## config.mk

```make
export PLATFORM = sky130hd
export DESIGN_NAME = isc_source_ctrl
export DESIGN_NICKNAME = d
export VERILOG_FILES = /design/src/rtl/isc_pkg.sv /design/src/rtl/isc_src_slot.sv /design/src/rtl/isc_pick.sv /design/src/rtl/isc_resend_scan.sv /design/src/rtl/isc_source_ctrl.sv
export SDC_FILE = /design/constraint.sdc
export NUM_CORES = 1
export LEC_CHECK = 0
export CAP_MARGIN = 40
export CORE_MARGIN = 3
export CORE_UTILIZATION = 65
export CTS_CLUSTER_SIZE = 10
export DETAILED_ROUTE_END_ITERATION = 8
export DONT_BUFFER_PORTS = 1
export PLACE_DENSITY = 0.84
export SYNTH_ARGS = -nofsm -noshare
export SYNTH_HDL_FRONTEND = slang
export SYNTH_SLANG_ARGS = --single-unit
```

## constraint.sdc

```tcl
create_clock -name clk -period 3.2 [get_ports clk]
set_input_delay 0.32 -clock clk [delete_from_list [all_inputs] [get_ports clk]]
set_output_delay 0.32 -clock clk [all_outputs]
set_load 0.005 [all_outputs]
```

## src/rtl/isc_pkg.sv

```systemverilog
package isc_pkg;

  typedef enum logic [1:0] {
    KIND_NONE  = 2'd0,
    KIND_EDGE  = 2'd1,
    KIND_LEVEL = 2'd2
  } src_kind_e;

endpackage

```

## src/rtl/isc_src_slot.sv

```systemverilog
module isc_src_slot
  import isc_pkg::*;
#(
  parameter int PRIO_W = 8,
  parameter int SRV_W  = 4
) (
  input  logic              clk,
  input  logic              rst,
  input  logic              kind_wr,
  input  logic              kind_wr_level,
  output logic              typed,
  input  logic              line,
  input  logic              cfg_hit,
  input  logic [PRIO_W-1:0] cfg_prio,
  input  logic [SRV_W-1:0]  cfg_server,
  input  logic              rej_hit,
  input  logic              eoi_hit,
  input  logic              scan_hit,
  input  logic              grant,
  output logic              queued,
  output logic [PRIO_W-1:0] prio,
  output logic [SRV_W-1:0]  server
);

  localparam logic [PRIO_W-1:0] MASKED = '1;

  // Kind is held across the synchronous reset; only the power-up value clears it.
  src_kind_e kind = KIND_NONE;

  logic [PRIO_W-1:0] prio_q, prio_n;
  logic [SRV_W-1:0]  srv_q, srv_n;
  logic line_q, mpend_q, rej_q, sent_q, que_q;
  logic mpend_n, rej_n, sent_n, que_n;
  logic open_n;

  always_ff @(posedge clk) begin
    if (kind_wr && kind == KIND_NONE)
      kind <= kind_wr_level ? KIND_LEVEL : KIND_EDGE;
  end

  assign typed = (kind != KIND_NONE);

  always_comb begin
    prio_n  = cfg_hit ? cfg_prio : prio_q;
    srv_n   = cfg_hit ? cfg_server : srv_q;
    open_n  = (prio_n != MASKED);
    mpend_n = mpend_q;
    rej_n   = rej_q;
    sent_n  = sent_q;
    que_n   = que_q & ~grant;
    unique case (kind)
      KIND_EDGE: begin
        if (line && !line_q) begin
          if (open_n) que_n = 1'b1;
          else        mpend_n = 1'b1;
        end
        if (cfg_hit && open_n && mpend_q) begin
          mpend_n = 1'b0;
          que_n   = 1'b1;
        end
        if (cfg_hit && !open_n && que_n) begin
          que_n   = 1'b0;
          mpend_n = 1'b1;
        end
        if (scan_hit && rej_q) begin
          rej_n = 1'b0;
          if (open_n) que_n = 1'b1;
        end
        if (rej_hit) rej_n = 1'b1;
      end
      KIND_LEVEL: begin
        if (rej_hit || eoi_hit) sent_n = 1'b0;
        if (cfg_hit && !open_n && que_n) begin
          que_n  = 1'b0;
          sent_n = 1'b0;
        end
        if ((line != line_q) || cfg_hit || scan_hit) begin
          if (open_n && line && !sent_n) begin
            sent_n = 1'b1;
            que_n  = 1'b1;
          end
        end
      end
      default: ;
    endcase
  end

  always_ff @(posedge clk) begin
    if (rst) begin
      prio_q  <= MASKED;
      srv_q   <= '0;
      line_q  <= 1'b0;
      mpend_q <= 1'b0;
      rej_q   <= 1'b0;
      sent_q  <= 1'b0;
      que_q   <= 1'b0;
    end else begin
      prio_q  <= prio_n;
      srv_q   <= srv_n;
      line_q  <= line;
      mpend_q <= mpend_n;
      rej_q   <= rej_n;
      sent_q  <= sent_n;
      que_q   <= que_n;
    end
  end

  assign queued = que_q;
  assign prio   = prio_q;
  assign server = srv_q;

endmodule

```

## src/rtl/isc_pick.sv

```systemverilog
module isc_pick #(
  parameter int N     = 8,
  parameter int IDX_W = $clog2(N)
) (
  input  logic [N-1:0]     req,
  output logic [N-1:0]     gnt,
  output logic [IDX_W-1:0] idx,
  output logic             any
);

  always_comb begin
    gnt = '0;
    idx = '0;
    any = 1'b0;
    for (int i = 0; i < N; i++) begin
      if (req[i] && !any) begin
        gnt[i] = 1'b1;
        idx    = IDX_W'(i);
        any    = 1'b1;
      end
    end
  end

endmodule

```

## src/rtl/isc_resend_scan.sv

```systemverilog
module isc_resend_scan #(
  parameter int N     = 8,
  parameter int IDX_W = $clog2(N)
) (
  input  logic         clk,
  input  logic         rst,
  input  logic         go,
  output logic [N-1:0] hit
);

  logic             on_q;
  logic [IDX_W-1:0] pos_q;

  always_ff @(posedge clk) begin
    if (rst) begin
      on_q  <= 1'b0;
      pos_q <= '0;
    end else if (go) begin
      on_q  <= 1'b1;
      pos_q <= '0;
    end else if (on_q) begin
      if (pos_q == IDX_W'(N - 1)) on_q <= 1'b0;
      else                       pos_q <= pos_q + 1'b1;
    end
  end

  for (genvar i = 0; i < N; i++) begin : g_hit
    assign hit[i] = on_q && (pos_q == IDX_W'(i));
  end

endmodule

```

## src/rtl/isc_source_ctrl.sv

```systemverilog
module isc_source_ctrl #(
  parameter int N_SRC  = 8,
  parameter int PRIO_W = 8,
  parameter int SRV_W  = 4,
  parameter int NUM_W  = 12,
  parameter int BASE   = 16,
  localparam int IDX_W = $clog2(N_SRC)
) (
  input  logic              clk,
  input  logic              rst,
  input  logic [N_SRC-1:0]  src_line,
  input  logic              kind_wr_en,
  input  logic [IDX_W-1:0]  kind_wr_idx,
  input  logic              kind_wr_level,
  output logic              kind_err,
  input  logic              cfg_wr_en,
  input  logic [IDX_W-1:0]  cfg_wr_idx,
  input  logic [SRV_W-1:0]  cfg_wr_server,
  input  logic [PRIO_W-1:0] cfg_wr_prio,
  output logic              dlv_valid,
  input  logic              dlv_ready,
  output logic [NUM_W-1:0]  dlv_num,
  output logic [PRIO_W-1:0] dlv_prio,
  output logic [SRV_W-1:0]  dlv_server,
  input  logic              rej_valid,
  input  logic [NUM_W-1:0]  rej_num,
  input  logic              eoi_valid,
  input  logic [NUM_W-1:0]  eoi_num,
  input  logic              resend_go
);

  localparam logic [NUM_W-1:0] BASE_N = NUM_W'(BASE);
  localparam logic [NUM_W-1:0] SPAN_N = NUM_W'(N_SRC);

  logic [N_SRC-1:0] typed, kind_sel, cfg_hit, rej_hit, eoi_hit, scan_hit;
  logic [N_SRC-1:0] queued, gnt, grant;
  logic [PRIO_W-1:0] prio_arr [N_SRC];
  logic [SRV_W-1:0]  srv_arr  [N_SRC];
  logic [NUM_W-1:0]  rej_off, eoi_off;
  logic              rej_in, eoi_in, load, any;
  logic [IDX_W-1:0]  pick_idx;

  // Global number window decode
  assign rej_off = rej_num - BASE_N;
  assign eoi_off = eoi_num - BASE_N;
  assign rej_in  = rej_valid && (rej_num >= BASE_N) && (rej_off < SPAN_N);
  assign eoi_in  = eoi_valid && (eoi_num >= BASE_N) && (eoi_off < SPAN_N);

  assign load  = !dlv_valid || dlv_ready;
  assign grant = load ? gnt : '0;

  isc_resend_scan #(.N(N_SRC), .IDX_W(IDX_W)) u_scan (
    .clk (clk),
    .rst (rst),
    .go  (resend_go),
    .hit (scan_hit)
  );

  for (genvar i = 0; i < N_SRC; i++) begin : g_src
    assign kind_sel[i] = kind_wr_en && (kind_wr_idx == IDX_W'(i));
    assign cfg_hit[i]  = cfg_wr_en && (cfg_wr_idx == IDX_W'(i));
    assign rej_hit[i]  = rej_in && (rej_off == NUM_W'(i));
    assign eoi_hit[i]  = eoi_in && (eoi_off == NUM_W'(i));

    isc_src_slot #(.PRIO_W(PRIO_W), .SRV_W(SRV_W)) u_slot (
      .clk           (clk),
      .rst           (rst),
      .kind_wr       (kind_sel[i]),
      .kind_wr_level (kind_wr_level),
      .typed         (typed[i]),
      .line          (src_line[i]),
      .cfg_hit       (cfg_hit[i]),
      .cfg_prio      (cfg_wr_prio),
      .cfg_server    (cfg_wr_server),
      .rej_hit       (rej_hit[i]),
      .eoi_hit       (eoi_hit[i]),
      .scan_hit      (scan_hit[i]),
      .grant         (grant[i]),
      .queued        (queued[i]),
      .prio          (prio_arr[i]),
      .server        (srv_arr[i])
    );
  end

  isc_pick #(.N(N_SRC), .IDX_W(IDX_W)) u_pick (
    .req (queued),
    .gnt (gnt),
    .idx (pick_idx),
    .any (any)
  );

  always_ff @(posedge clk) begin
    if (rst) begin
      dlv_valid  <= 1'b0;
      dlv_num    <= '0;
      dlv_prio   <= '0;
      dlv_server <= '0;
      kind_err   <= 1'b0;
    end else begin
      kind_err <= |(kind_sel & typed);
      if (load) begin
        dlv_valid <= any;
        if (any) begin
          dlv_num    <= BASE_N + NUM_W'(pick_idx);
          dlv_prio   <= prio_arr[pick_idx];
          dlv_server <= srv_arr[pick_idx];
        end
      end
    end
  end

endmodule

```

==> impl_metrics.csv <==
group,metric,value,unit
drt,routed_wl,27400,um
power,p_clk_frac,0.405,
setup_path,setup.worst_path.start_class,"flop",
min_path,hold_end,"g_src[5].u_slot.prio[3]",
sta,skew,0.00815,ns
floorplanning,die-area,15700,um2
power,p_leak,3.95,nW
synthesis,yosysMostFrequentCell,"nand2_1",
floorplanning,rows,42,
global_routing,antenna_found_initial,0,
setup_path,regToRegStartpoint,"g_src[0].u_slot.queued",
layout,fin_nets,1194,
clocking,cts_made_buffers,17,
sta,post-route-period-util,0.787,
drt,ant_nets,0,
placed_design,hpwl,19300,um
synthesis,yosys-top-cells-area,"dfxtp_1, nand2_1, edfxtp_1",
placed_design,dpl_worst_slack,0.771,ns
sta,setup_viol,0,
setup_path,crit_start,"g_src[0].u_slot.queued",
drt,drtPass1Iterations,6,
power,p_int,3.57,mW
floorplanning,io_pins,85,
global_routing,grt_pass1_vias,7895,
power,power.density,487,nW/um2
floorplanning,initial_core_util,0.680,
layout,fill_cells,1072,
synthesis,synth_top_area_frac,0.343,
setup_path,cp-end-kind,"flop",
power,switching_share,0.259,
power,combPwrFrac,0.107,
synthesis,syn_area_per_cell,8.16,um2
placed_design,gp_congestion,0.978,
floorplanning,die_h,125,um
floorplanning,core-area,13600,um2
power,p_sw,1.25,mW
global_routing,grt_util_all_layers,0.348,
global_routing,gr-total-overflow,0,
setup_path,worstSetupPathType,"flop to flop",
clocking,cts_sinks,174,
synthesis,ys_ff_latch,174,
layout,utilization,0.729,
drt,vias,8689,
clocking,cts_tree,"yes",
synthesis,synth_common_cells,"nand2_1, dfxtp_1, nand3_1",
synthesis,yosysTopAreaCell,"dfxtp_1",
power,p_seq_frac,0.488,
sta,hold_viol,0,
global_routing,grt_pass1_wl,43800,um
min_path,hold_class,"primary input to flop",
drt,drt_iter0_drc,1398,
clocking,cts_root_buf,"clkbuf_16",
layout,area_delta_synth_final,7.14,%
sta,setup_tns,0,ns
layout,drive_gt1_frac,0.0766,
synthesis,synth_cell_types,81,
min_path,hold_start,"cfg_wr_prio[3]",
setup_path,reg2reg_depth,4,
sta,rsz0062_at_grt,"false",
sta,whs,0.00803,ns
sta,timing.final.ws_setup,0.681,ns
clocking,cts.path.max_buffers,2,
floorplanning,die_x,125,um
global_routing,grt_max_degree,65,
synthesis,synth-edff-count,16,
min_path,worstHoldPathCells,2,
synthesis,syn_inst,1131,
sta,drv_slew,0,
setup_path,crit_path_max_fanout,11,
setup_path,r2r_end,"dlv_prio[4]",
drt,via_per_inst,6.76,
placed_design,port_buffers,0,
synthesis,ys_warn_count,0,
sta,maxSlewHeadroom,0.416,
synthesis,async_reset_ff_frac,0,
flow_run,max_cap_violations,0,
clocking,cts_setup_buffers,0,
sta,fmax,397,MHz
sta,worst_slew_pin_slew,0.871,ns
synthesis,ys.flop_type,"dfxtp_1",
drt,drc,0,
synthesis,yosysSeqAreaShare,0.395,
clocking,cts_htree_levels,4,
setup_path,r2r_setup_slack,0.68,ns
synthesis,synth.cell_area,9220,um2
clocking,worstSkewPairLatency,0.43,ns
clocking,path_clk_slew,0.07,ns
setup_path,arrival,2.84,ns
sta,min_period,2.52,ns
setup_path,cp_data_required_time,3.52,ns
drt,wl_per_cell,21.3,um
outcome,status,"finished, final reports clean",
power,max-vdd-ir-drop,0.397,mV
==> sequential cells by signal (all words and copies together) (netlist names) <==
name                  count
dlv_prio                  8
g_src.u_slot.prio        64
kind_err                  1
u_scan.on_q               1
g_src.u_slot.sent_q       8
g_src.u_slot.server      32
dlv_server                4
g_src.u_slot.queued       8
dlv_valid                 1
u_scan.pos_q              3
g_src.u_slot.rej_q        8
g_src.u_slot.kind        16
g_src.u_slot.line_q       8
dlv_num                   4
g_src.u_slot.mpend_q      8
==> through the flow <==
stage | cell area, um2 | instances | power, mW
2_1_floorplan | 9250 | 1138 | 2.78
3_3_place_gp | 9270 | 1250 | 2.86
3_5_place_dp | 9270 | 1250 | 2.87
4_1_cts | 9880 | 1285 | 4.80
5_1_grt | 9880 | 1285 | 4.97
6_report | 9880 | 1286 | 4.82
==> layout make-up <==
type | instances | area (um2) | area share
Multi-Input combinational cell | 834 | 5060 | 0.512
Sequential cell | 174 | 3640 | 0.369
Clock buffer | 23 | 499 | 0.0505
Timing Repair Buffer | 29 | 245 | 0.0248
Tap cell | 176 | 220 | 0.0223
Inverter | 41 | 154 | 0.0156
Clock inverter | 8 | 56.3 | 0.00570
Antenna cell | 1 | 2.50 | 0.000253
==> power by group through the flow <==
stage | logic (mW) | clock network (mW) | registers (mW)
floorplan | 0.408 | 0 | 2.37
global placement | 0.466 | 0 | 2.39
detailed placement | 0.474 | 0 | 2.40
CTS | 0.500 | 1.96 | 2.35
global route | 0.562 | 2.05 | 2.36
finish | 0.513 | 1.95 | 2.35
==> metal layers <==
layer	up-vias	part of all wire	global-route usage	routed length, um
li1	3972	-	-	-
met1	4023	0.41	0.506	11300
met2	610	0.42	0.496	11400
met3	84	0.14	0.110	3870
met4	0	0.031	0.107	840
met5	-	0	0	0
==> worst max-delay path by stage <==
stage / end / depth (start not counted)
global placement: dlv_server[0] / 4
CTS: dlv_prio[4] / 4
finish: dlv_prio[4] / 4
floorplan: dlv_prio[1] / 7
global route: dlv_prio[4] / 4
detailed placement: dlv_prio[5] / 4
==> critical path, stage by stage (launching register included) <==
cell     delay (ns)
dfxtp_1        0.38
or4_4          0.64
o21ai_1        0.73
o31ai_1        0.24
o41ai_1        0.42
==> layout by cell type (no fill, tap or decap), types with 4 or more instances in the layout <==
cell       instances
a211oi_1          20
a21boi_0          20
a21oi_1           42
a221oi_1           5
a311oi_1           6
a31oi_1           10
and2_1             4
and3_1            35
buf_4             25
clkbuf_16         18
conb_1             8
dfxtp_1          158
edfxtp_1          16
ha_1              38
inv_1             40
mux2i_1           14
nand2_1          218
nand2b_1           4
nand3_1           81
nand4_1           26
nand4b_1           4
nor2_1            73
nor2b_1           19
nor3_1            21
nor3b_1            4
nor4_1             5
nor4b_1            4
o211ai_1           5
o21a_1            16
o21ai_0           20
o221a_2            5
o22ai_1            4
o31ai_1           22
o32a_1            11
o41ai_1           11
or3_1              8
==> what timing repair did <==
action	CTS	global route
hold endpoints to repair	73	0
hold buffers	4	0
gates resized for setup	0	0
setup endpoints to repair	0	0
==> kinds of logic (layout without fill, tap and decap cells) <==
family          Yosys count  in the layout  synth area share
simple gates            539            539             0.287
compound gates          232            232             0.186
flops                   174            174             0.395
buf+inv                 130            101            0.0614
fa+ha+maj                38             38            0.0515
mux                      16             16            0.0176
other cells               1              9          0.000407
xor+xnor                  1              1          0.000950
Power figures use the tool's default switching activity.
